$ cat src/rtl/twm_pkg.sv
package twm_pkg;

    localparam int BUS_W     = 32;
    localparam int REG_AW    = 8;
    localparam int SADDR_W   = 10;
    localparam int SADDR7_W  = 7;
    localparam int MAX_BYTES = 8;
    localparam int LEN_W     = $clog2(MAX_BYTES);
    localparam int PAYLOAD_W = MAX_BYTES * 8;
    localparam int N_WORDS   = PAYLOAD_W / BUS_W;
    localparam int N_FLAGS   = 4;
    localparam int STS_W     = N_FLAGS + 1;
    localparam int FILT_W    = 4;
    localparam int DIV_W     = 10;
    localparam int N_CLKREG  = 2;

    localparam logic [REG_AW-1:0] OFF_CLK_STD = 8'h00;
    localparam logic [REG_AW-1:0] OFF_CLK_HS  = 8'h04;
    localparam logic [REG_AW-1:0] OFF_CFG     = 8'h08;
    localparam logic [REG_AW-1:0] OFF_CMD     = 8'h0C;
    localparam logic [REG_AW-1:0] OFF_ADDR    = 8'h10;
    localparam logic [REG_AW-1:0] OFF_DLO     = 8'h14;
    localparam logic [REG_AW-1:0] OFF_DHI     = 8'h18;
    localparam logic [REG_AW-1:0] OFF_STS     = 8'h1C;
    localparam logic [REG_AW-1:0] OFF_MASK    = 8'h20;
    localparam logic [REG_AW-1:0] OFF_BUSY    = 8'h24;

    typedef enum logic [1:0] {
        XFER_WR   = 2'd0,
        XFER_RD   = 2'd1,
        XFER_WRRD = 2'd2,
        XFER_RSVD = 2'd3
    } xfer_kind_e;

    typedef struct packed {
        logic [FILT_W-1:0] filt;
        logic [DIV_W-1:0]  div;
    } clkcfg_t;

    typedef struct packed {
        logic [3:0] arb_filt;
        logic [3:0] nak_cnt;
        logic       addr10;
        logic [2:0] mcode;
        logic       arb_en;
        logic       hs_en;
    } buscfg_t;

    typedef struct packed {
        xfer_kind_e       kind;
        logic [LEN_W-1:0] wlen_m1;
        logic [LEN_W-1:0] rlen_m1;
    } cmd_t;

    localparam clkcfg_t CLK_RST = '{filt: 4'h3, div: 10'h01F};
    localparam buscfg_t CFG_RST = '{arb_filt: 4'h3, nak_cnt: 4'h3, addr10: 1'b0,
                                    mcode: 3'h0, arb_en: 1'b1, hs_en: 1'b0};
    localparam cmd_t    CMD_RST = '{kind: XFER_WR, wlen_m1: '0, rlen_m1: '0};

    function automatic logic [BUS_W-1:0] clk_word(input clkcfg_t c);
        return {16'b0, c.filt, 2'b0, c.div};
    endfunction

    function automatic logic [BUS_W-1:0] cfg_word(input buscfg_t c);
        return {16'b0, c.arb_filt, c.nak_cnt, c.addr10, c.mcode, 2'b0, c.arb_en, c.hs_en};
    endfunction

    function automatic logic [BUS_W-1:0] cmd_word(input cmd_t c);
        return {22'b0, c.kind, 1'b0, c.wlen_m1, 1'b0, c.rlen_m1};
    endfunction

    function automatic logic [PAYLOAD_W-1:0] byte_mask(input logic [LEN_W-1:0] len_m1);
        logic [PAYLOAD_W-1:0] m;
        m = '0;
        for (int i = 0; i < MAX_BYTES; i++) begin
            if (i <= int'(len_m1)) m[i*8 +: 8] = 8'hFF;
        end
        return m;
    endfunction

endpackage

$ cat src/rtl/twm_cfg_regs.sv
module twm_cfg_regs
    import twm_pkg::*;
(
    input  logic                clk,
    input  logic                rst,
    input  logic [N_CLKREG-1:0] clk_wr,
    input  clkcfg_t             clk_wval,
    input  logic                cfg_wr,
    input  buscfg_t             cfg_wval,
    output clkcfg_t             std_q,
    output clkcfg_t             hs_q,
    output buscfg_t             cfg_q
);

    for (genvar g = 0; g < N_CLKREG; g++) begin : g_clk
        clkcfg_t q;
        always_ff @(posedge clk) begin
            if (rst)            q <= CLK_RST;
            else if (clk_wr[g]) q <= clk_wval;
        end
    end

    assign std_q = g_clk[0].q;
    assign hs_q  = g_clk[1].q;

    always_ff @(posedge clk) begin
        if (rst)         cfg_q <= CFG_RST;
        else if (cfg_wr) cfg_q <= cfg_wval;
    end

endmodule

$ cat src/rtl/twm_xfer_ctrl.sv
module twm_xfer_ctrl
    import twm_pkg::*;
(
    input  logic clk,
    input  logic rst,
    input  logic cmd_wr,
    input  cmd_t cmd_wval,
    input  logic eng_done,
    output cmd_t cmd_q,
    output logic busy_q,
    output logic start_q,
    output logic done_evt
);

    logic launch_ok;

    assign launch_ok = cmd_wr && !busy_q && (cmd_wval.kind != XFER_RSVD);
    assign done_evt  = eng_done && busy_q;

    always_ff @(posedge clk) begin
        if (rst) begin
            cmd_q   <= CMD_RST;
            busy_q  <= 1'b0;
            start_q <= 1'b0;
        end else begin
            start_q <= launch_ok;
            if (launch_ok) begin
                cmd_q  <= cmd_wval;
                busy_q <= 1'b1;
            end else if (done_evt) begin
                busy_q <= 1'b0;
            end
        end
    end

endmodule

$ cat src/rtl/twm_stat_irq.sv
module twm_stat_irq
    import twm_pkg::*;
(
    input  logic               clk,
    input  logic               rst,
    input  logic               sts_wr,
    input  logic               mask_wr,
    input  logic [STS_W-1:0]   wval,
    input  logic               done_evt,
    input  logic [N_FLAGS-1:0] flags,
    output logic [STS_W-1:0]   sts_q,
    output logic [STS_W-1:0]   mask_q,
    output logic               irq
);

    logic [STS_W-1:0] clr_bits;
    logic [STS_W-1:0] set_bits;

    assign clr_bits = sts_wr   ? wval : '0;
    assign set_bits = done_evt ? {flags, 1'b1} : '0;

    always_ff @(posedge clk) begin
        if (rst) begin
            sts_q  <= '0;
            mask_q <= '0;
        end else begin
            sts_q <= (sts_q & ~clr_bits) | set_bits;
            if (mask_wr) mask_q <= wval;
        end
    end

    assign irq = |(sts_q & mask_q);

endmodule

$ cat src/rtl/twm_data_regs.sv
module twm_data_regs
    import twm_pkg::*;
(
    input  logic                 clk,
    input  logic                 rst,
    input  logic                 addr_wr,
    input  logic [SADDR_W-1:0]   addr_wval,
    input  logic [N_WORDS-1:0]   word_wr,
    input  logic [BUS_W-1:0]     word_wval,
    input  logic                 capture,
    input  logic [LEN_W-1:0]     rlen_m1,
    input  logic [PAYLOAD_W-1:0] rx_data,
    output logic [SADDR_W-1:0]   addr_q,
    output logic [PAYLOAD_W-1:0] data_q
);

    logic [PAYLOAD_W-1:0] rx_masked;

    assign rx_masked = rx_data & byte_mask(rlen_m1);

    always_ff @(posedge clk) begin
        if (rst)          addr_q <= '0;
        else if (addr_wr) addr_q <= addr_wval;
    end

    for (genvar w = 0; w < N_WORDS; w++) begin : g_word
        logic [BUS_W-1:0] q;
        always_ff @(posedge clk) begin
            if (rst)             q <= '0;
            else if (capture)    q <= rx_masked[w*BUS_W +: BUS_W];
            else if (word_wr[w]) q <= word_wval;
        end
        assign data_q[w*BUS_W +: BUS_W] = q;
    end

endmodule

$ cat src/rtl/twm_regfront.sv
module twm_regfront
    import twm_pkg::*;
(
    input  logic                   clk,
    input  logic                   rst,
    input  logic                   bus_wr,
    input  logic [REG_AW-1:0]      bus_addr,
    input  logic [BUS_W-1:0]       bus_wdata,
    output logic [BUS_W-1:0]       bus_rdata,
    output logic                   irq,
    output logic                   eng_start,
    output logic [1:0]             eng_kind,
    output logic [LEN_W-1:0]       eng_wlen_m1,
    output logic [LEN_W-1:0]       eng_rlen_m1,
    output logic [SADDR_W-1:0]     eng_addr,
    output logic [PAYLOAD_W-1:0]   eng_wdata,
    input  logic                   eng_done,
    input  logic [N_FLAGS-1:0]     eng_flags,
    input  logic [PAYLOAD_W-1:0]   eng_rdata,
    output logic [FILT_W-1:0]      std_filt,
    output logic [DIV_W-1:0]       std_div,
    output logic [FILT_W-1:0]      hs_filt,
    output logic [DIV_W-1:0]       hs_div,
    output logic [3:0]             arb_filt,
    output logic [3:0]             nak_cnt,
    output logic                   addr10_en,
    output logic [2:0]             hs_mcode,
    output logic                   arb_en,
    output logic                   hs_en
);

    // Write decode
    logic                clk_std_wr, clk_hs_wr, cfg_wr, cmd_wr, addr_wr;
    logic                sts_wr, mask_wr;
    logic [N_WORDS-1:0]  word_wr;

    assign clk_std_wr = bus_wr && (bus_addr == OFF_CLK_STD);
    assign clk_hs_wr  = bus_wr && (bus_addr == OFF_CLK_HS);
    assign cfg_wr     = bus_wr && (bus_addr == OFF_CFG);
    assign cmd_wr     = bus_wr && (bus_addr == OFF_CMD);
    assign addr_wr    = bus_wr && (bus_addr == OFF_ADDR);
    assign sts_wr     = bus_wr && (bus_addr == OFF_STS);
    assign mask_wr    = bus_wr && (bus_addr == OFF_MASK);
    assign word_wr    = {bus_wr && (bus_addr == OFF_DHI), bus_wr && (bus_addr == OFF_DLO)};

    // Field extraction from the write word
    clkcfg_t clk_wval;
    buscfg_t cfg_wval;
    cmd_t    cmd_wval;

    assign clk_wval = '{filt: bus_wdata[15:12], div: bus_wdata[9:0]};
    assign cfg_wval = '{arb_filt: bus_wdata[15:12], nak_cnt: bus_wdata[11:8],
                        addr10: bus_wdata[7], mcode: bus_wdata[6:4],
                        arb_en: bus_wdata[1], hs_en: bus_wdata[0]};
    assign cmd_wval = '{kind: xfer_kind_e'(bus_wdata[9:8]),
                        wlen_m1: bus_wdata[6:4], rlen_m1: bus_wdata[2:0]};

    clkcfg_t std_q, hs_q;
    buscfg_t cfg_q;

    twm_cfg_regs u_cfg (
        .clk      (clk),
        .rst      (rst),
        .clk_wr   ({clk_hs_wr, clk_std_wr}),
        .clk_wval (clk_wval),
        .cfg_wr   (cfg_wr),
        .cfg_wval (cfg_wval),
        .std_q    (std_q),
        .hs_q     (hs_q),
        .cfg_q    (cfg_q)
    );

    cmd_t cmd_q;
    logic busy_q, done_evt;

    twm_xfer_ctrl u_ctrl (
        .clk      (clk),
        .rst      (rst),
        .cmd_wr   (cmd_wr),
        .cmd_wval (cmd_wval),
        .eng_done (eng_done),
        .cmd_q    (cmd_q),
        .busy_q   (busy_q),
        .start_q  (eng_start),
        .done_evt (done_evt)
    );

    logic [STS_W-1:0] sts_q, mask_q;

    twm_stat_irq u_stat (
        .clk      (clk),
        .rst      (rst),
        .sts_wr   (sts_wr),
        .mask_wr  (mask_wr),
        .wval     (bus_wdata[STS_W-1:0]),
        .done_evt (done_evt),
        .flags    (eng_flags),
        .sts_q    (sts_q),
        .mask_q   (mask_q),
        .irq      (irq)
    );

    logic                 rx_capture;
    logic [SADDR_W-1:0]   addr_q;
    logic [PAYLOAD_W-1:0] data_q;

    assign rx_capture = done_evt && (eng_flags == '0) && (cmd_q.kind != XFER_WR);

    twm_data_regs u_data (
        .clk       (clk),
        .rst       (rst),
        .addr_wr   (addr_wr),
        .addr_wval (bus_wdata[SADDR_W-1:0]),
        .word_wr   (word_wr),
        .word_wval (bus_wdata),
        .capture   (rx_capture),
        .rlen_m1   (cmd_q.rlen_m1),
        .rx_data   (eng_rdata),
        .addr_q    (addr_q),
        .data_q    (data_q)
    );

    // Engine-facing outputs
    assign eng_kind    = cmd_q.kind;
    assign eng_wlen_m1 = cmd_q.wlen_m1;
    assign eng_rlen_m1 = cmd_q.rlen_m1;
    assign eng_wdata   = data_q;
    assign eng_addr    = cfg_q.addr10 ? addr_q
                                      : {{(SADDR_W-SADDR7_W){1'b0}}, addr_q[SADDR7_W-1:0]};

    assign std_filt  = std_q.filt;
    assign std_div   = std_q.div;
    assign hs_filt   = hs_q.filt;
    assign hs_div    = hs_q.div;
    assign arb_filt  = cfg_q.arb_filt;
    assign nak_cnt   = cfg_q.nak_cnt;
    assign addr10_en = cfg_q.addr10;
    assign hs_mcode  = cfg_q.mcode;
    assign arb_en    = cfg_q.arb_en;
    assign hs_en     = cfg_q.hs_en;

    // Read mux
    always_comb begin
        case (bus_addr)
            OFF_CLK_STD: bus_rdata = clk_word(std_q);
            OFF_CLK_HS:  bus_rdata = clk_word(hs_q);
            OFF_CFG:     bus_rdata = cfg_word(cfg_q);
            OFF_CMD:     bus_rdata = cmd_word(cmd_q);
            OFF_ADDR:    bus_rdata = {{(BUS_W-SADDR_W){1'b0}}, addr_q};
            OFF_DLO:     bus_rdata = data_q[0 +: BUS_W];
            OFF_DHI:     bus_rdata = data_q[BUS_W +: BUS_W];
            OFF_STS:     bus_rdata = {{(BUS_W-STS_W){1'b0}}, sts_q};
            OFF_MASK:    bus_rdata = {{(BUS_W-STS_W){1'b0}}, mask_q};
            OFF_BUSY:    bus_rdata = {{(BUS_W-1){1'b0}}, busy_q};
            default:     bus_rdata = '0;
        endcase
    end

endmodule

$ cat config.mk
export PLATFORM = sky130hd
export DESIGN_NAME = twm_regfront
export DESIGN_NICKNAME = d
export VERILOG_FILES = /design/src/rtl/twm_pkg.sv /design/src/rtl/twm_cfg_regs.sv /design/src/rtl/twm_xfer_ctrl.sv /design/src/rtl/twm_stat_irq.sv /design/src/rtl/twm_data_regs.sv /design/src/rtl/twm_regfront.sv
export SDC_FILE = /design/constraint.sdc
export NUM_CORES = 1
export LEC_CHECK = 0
export BUFFER_PORTS_ARGS = -buffer_cell sky130_fd_sc_hd__buf_2
export CORE_ASPECT_RATIO = 1.75
export CORE_MARGIN = 2
export CORE_UTILIZATION = 40
export CTS_CLUSTER_DIAMETER = 200
export DETAILED_ROUTE_END_ITERATION = 6
export PLACE_DENSITY = 0.81
export SYNTH_ARGS = -nofsm -noshare
export SYNTH_HDL_FRONTEND = slang
export SYNTH_SLANG_ARGS = --single-unit
$ cat constraint.sdc
create_clock -name clk -period 2.7 [get_ports clk]
set_clock_uncertainty 0.1 [all_clocks]
set_input_delay 0.675 -clock clk [delete_from_list [all_inputs] [get_ports clk]]
set_output_delay 0.675 -clock clk [all_outputs]
set_load 0.01 [all_outputs]
==> results of run 1 <==
-- cell type report --
| class | instances | area [µm²] | area share, % |
|---|---|---|---|
| multi-input combinational | 547 | 3830 | 39.1 |
| sequential | 136 | 2720 | 27.8 |
| timing repair buffer | 364 | 2280 | 23.2 |
| clock buffer | 17 | 425 | 4.34 |
| tap | 227 | 284 | 2.90 |
| clock inverter | 15 | 176 | 1.80 |
| inverter | 23 | 86.3 | 0.880 |
| antenna | 1 | 2.50 | 0.0255 |
-- tightest hold or removal path, cell delays in order, from the launching register on --
cell	delay, ps
sky130_fd_sc_hd__dfxtp_1	320
sky130_fd_sc_hd__nand2_1	50
sky130_fd_sc_hd__a21oi_1	50
-- final timing paths --
check | from | end | slack, ps | cells after the start
hold / removal | u_cfg.std_q[8] | u_cfg.std_q[8] | 370 | 2
setup reg to reg | u_ctrl.cmd_q[7] | u_data.g_word[0].q[18] | 530 | 4
setup / recovery | bus_addr[6] | bus_rdata[7] | -340 | 6
hold reg to reg | u_cfg.std_q[8] | u_cfg.std_q[8] | 370 | 2
-- metal layers --
metal / wire length (µm) / global-route usage [%]
met1: 9750 / 33.6
met2: 14600 / 52.4
met3: 2220 / 5.37
met4: 1630 / 18.6
met5: 0 / 0
-- flip-flops by register name, indices dropped and copies added (netlist names) --
signal,flops
u_ctrl.start_q,1
u_cfg.std_q,14
u_data.addr_q,10
u_ctrl.busy_q,1
u_ctrl.cmd_q,8
u_cfg.cfg_q,14
u_cfg.hs_q,14
u_data.g_word.q,64
u_stat.sts_q,5
u_stat.mask_q,5
-- power by group through the flow --
stage | Clock [mW] | Combinational [mW] | Sequential [mW]
floorplan | 0 | 0.135 | 2.06
global placement | 0 | 0.314 | 2.06
detailed placement | 0 | 0.316 | 2.06
CTS | 2.43 | 0.340 | 2.01
global route | 2.51 | 0.372 | 2.01
finish | 2.41 | 0.352 | 2.01
-- cell usage after synthesis (2+ instances only) --
master                       n  share of area (%)
sky130_fd_sc_hd__dfxtp_1   136                 40
sky130_fd_sc_hd__nand2_1   117                6.4
sky130_fd_sc_hd__nor2_1     80                4.4
sky130_fd_sc_hd__a221oi_1   55                7.0
sky130_fd_sc_hd__a22oi_1    52                5.7
sky130_fd_sc_hd__mux2i_1    42                6.1
sky130_fd_sc_hd__a21oi_1    41                3.0
sky130_fd_sc_hd__clkbuf_1   40                2.2
sky130_fd_sc_hd__buf_2      23                1.7
sky130_fd_sc_hd__inv_1      23                1.3
sky130_fd_sc_hd__a22o_1     21                2.7
sky130_fd_sc_hd__nand3b_1   19                2.1
sky130_fd_sc_hd__o21ai_0    17                1.2
sky130_fd_sc_hd__buf_4      12                1.3
sky130_fd_sc_hd__nand3_1    12               0.88
sky130_fd_sc_hd__and2_1      9               0.82
sky130_fd_sc_hd__a211oi_1    8               0.88
sky130_fd_sc_hd__a21boi_0    8               0.88
sky130_fd_sc_hd__a221oi_2    8                1.8
sky130_fd_sc_hd__mux4_2      8                2.6
sky130_fd_sc_hd__nand4_1     5               0.46
sky130_fd_sc_hd__and3_1      4               0.36
sky130_fd_sc_hd__a222oi_1    3               0.44
sky130_fd_sc_hd__nor3_1      3               0.22
sky130_fd_sc_hd__a211oi_2    2               0.36
sky130_fd_sc_hd__a221o_1     2               0.29
sky130_fd_sc_hd__buf_1       2               0.11
sky130_fd_sc_hd__mux2_2      2               0.33
sky130_fd_sc_hd__nor3_2      2               0.29
sky130_fd_sc_hd__nor4_1      2               0.18
sky130_fd_sc_hd__nor4_4      2               0.62
sky130_fd_sc_hd__nor4b_1     2               0.26
sky130_fd_sc_hd__nor4b_2     2               0.44
sky130_fd_sc_hd__or3_1       2               0.18
sky130_fd_sc_hd__or4b_2      2               0.29
-- cell families after synthesis --
kind of cell	Yosys count
buffers and inverters	102
AND/OR/NAND/NOR	273
AO/OA/AOI/OAI	222
multiplexers	52
flip-flops	136
-- through the flow --
step | setup slack (ps) | util (%)
final | -342 | 58.1
after global routing | -355 | 58.1
after CTS | -334 | 58.2
after detailed placement | -373 | 52.1
after global placement | -363 | 52.1
after floorplan | -93.0 | -
-- cells in the final DEF (no fill, tap or decap), types with 8 or more instances in the layout --
| cell type | n |
|---|---|
| sky130_fd_sc_hd__inv_1 | 23 |
| sky130_fd_sc_hd__nand3_1 | 10 |
| sky130_fd_sc_hd__buf_4 | 71 |
| sky130_fd_sc_hd__dfxtp_1 | 136 |
| sky130_fd_sc_hd__mux4_2 | 8 |
| sky130_fd_sc_hd__a22oi_1 | 45 |
| sky130_fd_sc_hd__a211oi_1 | 8 |
| sky130_fd_sc_hd__a21boi_0 | 8 |
| sky130_fd_sc_hd__a221oi_2 | 8 |
| sky130_fd_sc_hd__nand3b_1 | 19 |
| sky130_fd_sc_hd__a221oi_1 | 55 |
| sky130_fd_sc_hd__mux2i_1 | 42 |
| sky130_fd_sc_hd__a21oi_1 | 41 |
| sky130_fd_sc_hd__clkbuf_16 | 17 |
| sky130_fd_sc_hd__buf_12 | 9 |
| sky130_fd_sc_hd__buf_2 | 262 |
| sky130_fd_sc_hd__nor2_1 | 78 |
| sky130_fd_sc_hd__a22o_1 | 21 |
| sky130_fd_sc_hd__buf_6 | 21 |
| sky130_fd_sc_hd__o21ai_0 | 11 |
| sky130_fd_sc_hd__nand2_1 | 116 |
-- repair_timing --
action	in CTS	in global routing
buffers inserted	13	7
cloned	5	0
resized for setup	43	18
hold buffers	0	0
pin swaps	15	12
endpoints found under the setup margin	32	32
endpoints found under the hold margin	0	0
==> impl_results.md, run 1 <==
- Count of cell types in the netlist: 52
- Adder and majority cell fraction of the synthesized area: 0%
- Failing checks: negative setup slack
- Slew Limit Fails: 0
- Count of nets left with antenna violations after detail routing: 0
- Layout cell share with drive strength beyond 1: 41.3%
- Routed WL: 28,200 µm
- Number of violations reported at the end of detailed-routing iteration 0: 569
- Num rows: 63
- Routability congestion estimate: 0.944
- Type of the worst min-delay path: reg2reg
- Number of placed cells counting well taps: 1,278
- Clock-pin transition on the worst setup and hold timing paths: 70 ps
- Cell-by-cell trace of the critical path: buf_6 -> or4_4 -> or3_4 -> or3_4 -> nand3_2 -> buf_6
- DP HPWL: 20,100 µm
- Std-Cell Core Area: 0.0169 mm²
- XOR/XNOR share of the synthesized area: 0%
- Vertical extent of the die: 177 µm
- Initial cell density of the core: 40.7%
- Portion of total power attributed to combinational logic: 7.4%
- Sequential Power Share: 42.2%
- Post-layout instance area: 0.00981 mm²
- Width of the chip: 103 µm
- CP Launch Type: input pin
- Delay of the slowest cell on the worst path: 560 ps
- Worst-skew pair later-pin latency: 420 ps
- Deepest level of the CTS H-tree: 4
- Number of maximum-capacitance constraint violations: 0
- Synthesized-area fraction occupied by ao, oa, aoi and oai cells: 25.0%
- Yosys warning total: 0
- Pin count of the biggest net entering global routing: 51
- Register bit total from synthesis: 136
- CTS root buffer: sky130_fd_sc_hd__clkbuf_16
- Register area share after synthesis: 39.7%
- Headroom to the max-slew limit: 54.5%
- Switching power: 1.16 mW
- CTS tree: yes
- Critical setup path kind: in2out
- Post-DR wirelength/cell: 21.2 µm
- I/O pins: 270
- Cell-internal power: 3.62 mW
- Post-synthesis mux area share: 9.09%
- Area fraction in and, or, nand and nor cells after synthesis: 19.3%
- Post-synthesis to final-layout area growth: 43.0%
- Per-cell via count in the routed design: 5.87
- Number of clock sinks: 136
- Net switching share of the total power: 24.2%
- Clock tree buffer depth: 2
- Number of global-route vias before repair: 7,531
- Critical path buffer and inverter count: 2
- Final hold vios: 0
- Synthesized Nets: 897
- Setup tns final: -6730 ps
- Global-route wire length before repair: 41,800 µm
- Largest family of logic cells by synthesized area: compound AO/OA/AOI/OAI gates
- DRC violations left: 0
- Slew of the pin with the lowest slew margin: 683 ps
- Number of enable flip-flop cells after synthesis: 0
- Combined global-route utilization of all metal layers: 30.3%
- Async set or reset register ratio after synthesis: 0%
- Outcome: finished, violations left
- Gate count after technology mapping: 785
- Vias post-DR: 7,801
- Synthesized cell area: 0.00686 mm²
- Delay-heaviest family, CP: simple AND/OR/NAND/NOR gates
- Initial antenna violation count: 0
- Cell leakage power: 4.52 nW
- Final Setup Violations: 32
- Data arrival, critical path: 2270 ps
- Total of buffers placed on input and output ports: 269
- Library cell contributing the largest single delay on the critical path: sky130_fd_sc_hd__or4_4
- Type of destination of the critical path: output pin
- Worst voltage drop across the vdd grid: 338 µV
- Final period utilization: 113%
- Most used flip-flop cell after synthesis: sky130_fd_sc_hd__dfxtp_1
- Total number of nets in the final design: 1,201
- Clock Power Share: 50.5%
- Min Tclk post-route: 3040 ps
- Final Power: 4.78 mW
- Congestion Overflow GR: 0
- Die ar.: 0.0182 mm²
- Final cell count without fillers: 1,330
- Maximum net fanout on the critical path: 2
- Post-synthesis area per instance: 8.74 µm²
- RSZ-0062 raised after global routing: true
- Power density over the cells: 487 mW/mm²
- Worst hold margin: 373 ps
- Post-DP Area: 0.00879 mm²
- Pre-antenna DRT Iters: 6
- Final setup margin: -342 ps
- Data required, critical path: 1920 ps
- Total of fill cells in the finished design: 1,523
- Maximum frequency from static timing analysis: 329 MHz
- Inserted Clock Buffers: 17
(Power assumes the default switching activity.)
==> run 2, diff against run 1 <==
ABC_AREA = 1   (was unset)
CORE_UTILIZATION = 46   (was 40)
PLACE_DENSITY = 0.89   (was 0.81)
==> run 2 against run 1 <==
Compared with the run above:
- the flow now finishes without violations
- sequential share of layout area down 0.45 points
- area after synthesis grew 12%
- power decreased by 4.6%
- combinational power decreased by 17%
- final cell count increased by 36%
- first-iteration DRC count is 8.8% higher
- critical path type unchanged
- highest routed layer unchanged
==> impl_results.md, run 2 <==
- Worst R2R End: u_data.g_word[0].q[27]
- DRC violations left: 0
- Cell leakage power: 5.64 nW
- Routed WL: 27,200 µm
- Data required, critical path: 1920 ps
- Maximum net fanout on the critical path: 6
- Setup tns final: 0 ps
- Flip-flop count of the largest register after layout: 64
- Slew Limit Fails: 0
- Per-cell via count in the routed design: 5.00
- Width of the chip: 102 µm
- Yosys warning total: 0
- Inserted Clock Buffers: 17
- Power density over the cells: 457 mW/mm²
- Largest reg by FF count: u_data.g_word.q
- CTS root buffer: sky130_fd_sc_hd__clkbuf_16
- Final hold vios: 0
- Register area: 0.00272 mm²
- Top post-synthesis cells by count: sky130_fd_sc_hd__nand2_1, sky130_fd_sc_hd__nor2_1, sky130_fd_sc_hd__inv_1, sky130_fd_sc_hd__dfxtp_1, sky130_fd_sc_hd__nand3_1
- Final Setup Violations: 0
- Vias post-DR: 9,078
- Outcome: completed
- Num rows: 62
- Number of clock sinks: 136
- Post-layout instance area: 0.00997 mm²
- Cell count of the worst reg-to-reg path: 7
- Layout cell share with drive strength beyond 1: 24.3%
- I/O pins: 270
- Critical setup path kind: in2out
- Most used flip-flop cell after synthesis: sky130_fd_sc_hd__dfxtp_1
- Deepest level of the CTS H-tree: 4
- Register area share after synthesis: 35.5%
- Synthesized Nets: 1,436
- Area fraction of the dominant cell type after synthesis: 35.5%
- Footprint of the multi-input gates: 0.00405 mm²
- Count of nets left with antenna violations after detail routing: 0
- Area leader, netlist: sky130_fd_sc_hd__dfxtp_1
- DP HPWL: 20,200 µm
- Async set or reset register ratio after synthesis: 0%
- Cell with the most instances after synthesis: sky130_fd_sc_hd__nand2_1
- Total number of nets in the final design: 1,691
- RSZ-0062 raised after global routing: true
- Count of cell types in the netlist: 24
- Gate count after technology mapping: 1,324
- Number of maximum-capacitance constraint violations: 0
- Worst voltage drop across the vdd grid: 298 µV
- R2R setup slack: 840 ps
- Top library cells by usage in the layout, fill and taps aside: sky130_fd_sc_hd__nand2_1, sky130_fd_sc_hd__nor2_1, sky130_fd_sc_hd__buf_2
- Clock-pin transition on the worst setup and hold timing paths: 50 ps
- Global-route wire length before repair: 41,200 µm
- Data arrival, critical path: 1880 ps
- Register bit total from synthesis: 136
- Congestion Overflow GR: 0
- Post-DR wirelength/cell: 15.0 µm
- Final core utilization: 60.9%
- Post-synthesis to final-layout area growth: 29.8%
- Startpoint of the worst-slack reg-to-reg timing path: u_ctrl.cmd_q[2]
- Std-Cell Core Area: 0.0164 mm²
- Post-DP Area: 0.00927 mm²
- Worst Hold Depth: 2
- Initial antenna violation count: 0
- Total of buffers placed on input and output ports: 269
- Hold EP: u_stat.sts_q[4]
- Total of fill cells in the finished design: 1,532
- CTS tree: yes
- Type of destination of the critical path: output pin
- CP Launch Type: input pin
- Post-synthesis area per instance: 5.80 µm²
- Routability congestion estimate: 0.953
- Final period utilization: 98.3%
- Worst hold margin: 381 ps
- Area contributors post-synth: sky130_fd_sc_hd__dfxtp_1, sky130_fd_sc_hd__nand2_1, sky130_fd_sc_hd__nor2_1, sky130_fd_sc_hd__nand3_1, sky130_fd_sc_hd__inv_1
- Commonest non-fill, non-tap cell in the layout: sky130_fd_sc_hd__nand2_1
- Clock tree buffer depth: 2
- Combined global-route utilization of all metal layers: 29.6%
- Maximum frequency from static timing analysis: 377 MHz
- Headroom to the max-slew limit: 51.3%
- Slew of the pin with the lowest slew margin: 730 ps
- Number of antenna cells inserted: 0
- Number of global-route vias before repair: 8,346
- Worst-skew pair later-pin latency: 410 ps
- Die ar.: 0.0178 mm²
- Synthesized cell area: 0.00768 mm²
- Initial cell density of the core: 46.9%
- Number of enable flip-flop cells after synthesis: 0
- Pin count of the biggest net entering global routing: 85
- Min Tclk post-route: 2650 ps
- Type of the worst min-delay path: reg2reg
- Vertical extent of the die: 175 µm
- Worst min-delay path startpoint: u_stat.sts_q[4]
- Number of violations reported at the end of detailed-routing iteration 0: 619
- Pre-antenna DRT Iters: 7
- Number of hold-repair buffers added at the cts stage: 0
[run 2: per-layer routing]
layer  share of wire (%)  GRT usage [%]  wire length, µm  up-vias
met5                   0              0                0        -
met4                 5.9           18.2             1620        0
met3                 7.5           5.08             2060      114
met2                  52           52.6            14100      482
met1                  35           31.4             9490     3969
li1                    -              -                -     4513
[run 2: power by group]
group          internal [mW]  switching (mW)
registers               2.01         0.00384
clock network           1.36           0.893
logic                  0.110           0.181
[run 2: area by class of cell]
class,instances,area share (%)
multi-input cells,953,40.6
flip-flops and latches,136,27.3
repair buffers,307,17.3
inverters,164,6.19
clock buffers,21,4.82
well taps,224,2.81
clock inverters,10,0.954
[run 2: worst max-delay path by stage]
stage / startpoint / end / slack, ps / cells past startpoint
after floorplan: bus_addr[6] / bus_rdata[12] / 300 / 8
final: bus_addr[1] / bus_rdata[8] / 50 / 10
after global routing: bus_addr[0] / bus_rdata[9] / -30 / 10
after global placement: bus_addr[0] / bus_rdata[8] / -2 / 10
after detailed placement: bus_addr[0] / bus_rdata[8] / -4 / 10
after CTS: bus_addr[1] / bus_rdata[1] / 20 / 10
[run 2: what timing repair did]
action / in CTS / in global routing
endpoints found under the setup margin: 1 / 29
pin swaps: 1 / 8
cloned: 0 / 2
resized for setup: 0 / 27
buffers inserted: 2 / 0
[run 2: through the flow]
step	power [mW]	setup slack [ps]	std cells
2_1_floorplan	2.19	301	1324
3_3_place_gp	2.33	-1.79	1780
3_5_place_dp	2.33	-4.08	1780
4_1_cts	4.56	15.6	1813
5_1_grt	4.69	-27.9	1815
6_report	4.56	46.4	1815
[run 2: critical path: stages]
cell                      delay, ps
sky130_fd_sc_hd__buf_2          120
sky130_fd_sc_hd__inv_1           90
sky130_fd_sc_hd__nand2_4         90
sky130_fd_sc_hd__nor2_4         160
sky130_fd_sc_hd__nand2_1        100
sky130_fd_sc_hd__buf_4          170
sky130_fd_sc_hd__o21ai_0        190
sky130_fd_sc_hd__nor2_1          70
sky130_fd_sc_hd__nand2_1         80
sky130_fd_sc_hd__buf_2          130
[run 2: cells by family (layout without fill, tap and decap cells)]
| logic type | after synthesis | count (layout) | synth area share (%) |
|---|---|---|---|
| and+or+nand+nor | 864 | 865 | 45.5 |
| buffers and inverters | 236 | 502 | 12.9 |
| DFF | 136 | 136 | 35.5 |
| AOI/OAI and AO/OA | 88 | 88 | 6.11 |
==> run 3, diff against run 2 <==
CTS_CLUSTER_DIAMETER = 30   (was 200)
PLACE_DENSITY = unset   (was 0.89)
PLACE_DENSITY_LB_ADDON = 0.05   (was unset)
==> run 3 against run 2 <==
Compared with the run above:
- core utilization is 0.37 points higher
- count of clock-buffer cells in the layout decreased by 3
- register-to-register slack lost 60 ps
==> impl_results.md, run 3 (same netlist as run 2, synthesis figures left out) <==
- DRC violations left: 0
- Cell count of the worst reg-to-reg path: 9
- Routability congestion estimate: 0.999
- Worst voltage drop across the vdd grid: 349 µV
- Post-layout instance area: 0.0100 mm²
- Vias post-DR: 8,987
- Number of global-route vias before repair: 8,494
- Sequential Power Share: 43.4%
- Maximum frequency from static timing analysis: 375 MHz
- I/O pins: 270
- Routed WL: 27,900 µm
- Congestion Overflow GR: 0
- Commonest non-fill, non-tap cell in the layout: sky130_fd_sc_hd__nand2_1
- Hold EP: u_stat.sts_q[4]
- Largest reg by FF count: u_data.g_word.q
- Pin count of the biggest net entering global routing: 65
- Deepest level of the CTS H-tree: 4
- Total of fill cells in the finished design: 1,719
- Num rows: 62
- Min Tclk post-route: 2660 ps
- Vertical extent of the die: 175 µm
- Type of destination of the critical path: output pin
- Data arrival, critical path: 1890 ps
- Clock Power Share: 50.1%
- Top library cells by usage in the layout, fill and taps aside: sky130_fd_sc_hd__nand2_1, sky130_fd_sc_hd__nor2_1, sky130_fd_sc_hd__buf_2
- Number of clock sinks: 136
- Initial antenna violation count: 1
- Number of antenna cells inserted: 0
- Global-route wire length before repair: 43,100 µm
- Number of maximum-capacitance constraint violations: 0
- Number of violations reported at the end of detailed-routing iteration 0: 449
- Data required, critical path: 1920 ps
- Inserted Clock Buffers: 17
- Final hold vios: 0
- Clock tree buffer depth: 2
- Initial cell density of the core: 46.9%
- Post-synthesis to final-layout area growth: 30.6%
- Number of hold-repair buffers added at the cts stage: 0
- Critical setup path kind: in2out
- Final core utilization: 61.3%
- Portion of total power attributed to combinational logic: 6.4%
- Slew Limit Fails: 0
- Final Setup Violations: 0
- Combined global-route utilization of all metal layers: 31.2%
- Setup tns final: 0 ps
- Power density over the cells: 462 mW/mm²
- Outcome: completed
- Worst hold margin: 381 ps
- Worst min-delay path startpoint: u_stat.sts_q[4]
- Cell-internal power: 3.49 mW
- RSZ-0062 raised after global routing: true
- Clock-pin transition on the worst setup and hold timing paths: 60 ps
- Worst R2R End: u_data.g_word[0].q[6]
- Switching power: 1.15 mW
- CTS tree: yes
- Startpoint of the worst-slack reg-to-reg timing path: u_ctrl.busy_q
- DP HPWL: 20,600 µm
- Total of buffers placed on input and output ports: 269
- Per-cell via count in the routed design: 4.92
- Post-DR wirelength/cell: 15.3 µm
- Die ar.: 0.0178 mm²
- Final period utilization: 98.7%
- Total number of nets in the final design: 1,700
- Net switching share of the total power: 24.8%
- Maximum net fanout on the critical path: 16
- Worst Hold Depth: 2
- Type of the worst min-delay path: reg2reg
- Cell leakage power: 5.68 nW
- Std-Cell Core Area: 0.0164 mm²
- Layout cell share with drive strength beyond 1: 25.0%
- Flip-flop count of the largest register after layout: 64
- CP Launch Type: input pin
- Headroom to the max-slew limit: 48.0%
- Width of the chip: 102 µm
- Count of nets left with antenna violations after detail routing: 0
- Worst-skew pair later-pin latency: 420 ps
- R2R setup slack: 780 ps
- CTS root buffer: sky130_fd_sc_hd__clkbuf_16
- Slew of the pin with the lowest slew margin: 780 ps
- Pre-antenna DRT Iters: 7
- Post-DP Area: 0.00931 mm²
## run 3: layout make-up
type	count	area [µm²]	area share, %
Multi-Input combinational cell	953	4060	40.5
Inverter	164	617	6.15
Timing Repair Buffer	316	1770	17.7
Tap cell	224	280	2.79
Clock buffer	18	429	4.28
Sequential cell	136	2720	27.1
Clock inverter	14	150	1.50
## run 3: what timing repair did
item	CTS	global route
setup buffers	0	4
resized for setup	1	33
pin swaps	0	7
setup endpoints to repair	4	22
gates cloned	0	1
## run 3: worst max-delay path by stage
stage | from | end | slack [ps] | cells after the start
after floorplan | bus_addr[6] | bus_rdata[12] | 300 | 8
after global placement | bus_addr[1] | bus_rdata[15] | -8 | 10
after detailed placement | bus_addr[1] | bus_rdata[15] | -20 | 10
after CTS | bus_addr[0] | bus_rdata[8] | 4 | 10
after global routing | bus_addr[1] | bus_rdata[4] | -40 | 11
final | bus_addr[3] | bus_rdata[20] | 40 | 8
## run 3: critical path, cell delays in order
cell                      delay (ps)
sky130_fd_sc_hd__buf_2           130
sky130_fd_sc_hd__inv_2           110
sky130_fd_sc_hd__nand2_1         100
sky130_fd_sc_hd__nor2_4          120
sky130_fd_sc_hd__nand2_1         100
sky130_fd_sc_hd__buf_4           220
sky130_fd_sc_hd__o22ai_1         230
sky130_fd_sc_hd__buf_2           180
## run 3: metal layers
layer | track usage, % | wire, µm | up-vias
li1 | - | - | 4529
met1 | 34.5 | 10300 | 3998
met2 | 54.5 | 14200 | 371
met3 | 6.52 | 1980 | 89
met4 | 16.5 | 1410 | 0
met5 | 0 | 0 | -
## run 3: through the flow
stage               cells  total power [mW]  setup WS (ps)
finish               1825              4.64           35.2
global placement     1788              2.34          -8.11
CTS                  1820              4.64           4.17
floorplan            1324              2.19            301
global route         1825              4.77          -41.7
detailed placement   1788              2.34          -21.1
## run 3: power groups by stage
stage / registers (mW) / clock network (mW) / logic [mW]
6_report: 2.01 / 2.33 / 0.298
2_1_floorplan: 2.06 / 0 / 0.125
5_1_grt: 2.01 / 2.43 / 0.327
3_3_place_gp: 2.06 / 0 / 0.281
4_1_cts: 2.01 / 2.34 / 0.284
3_5_place_dp: 2.06 / 0 / 0.282
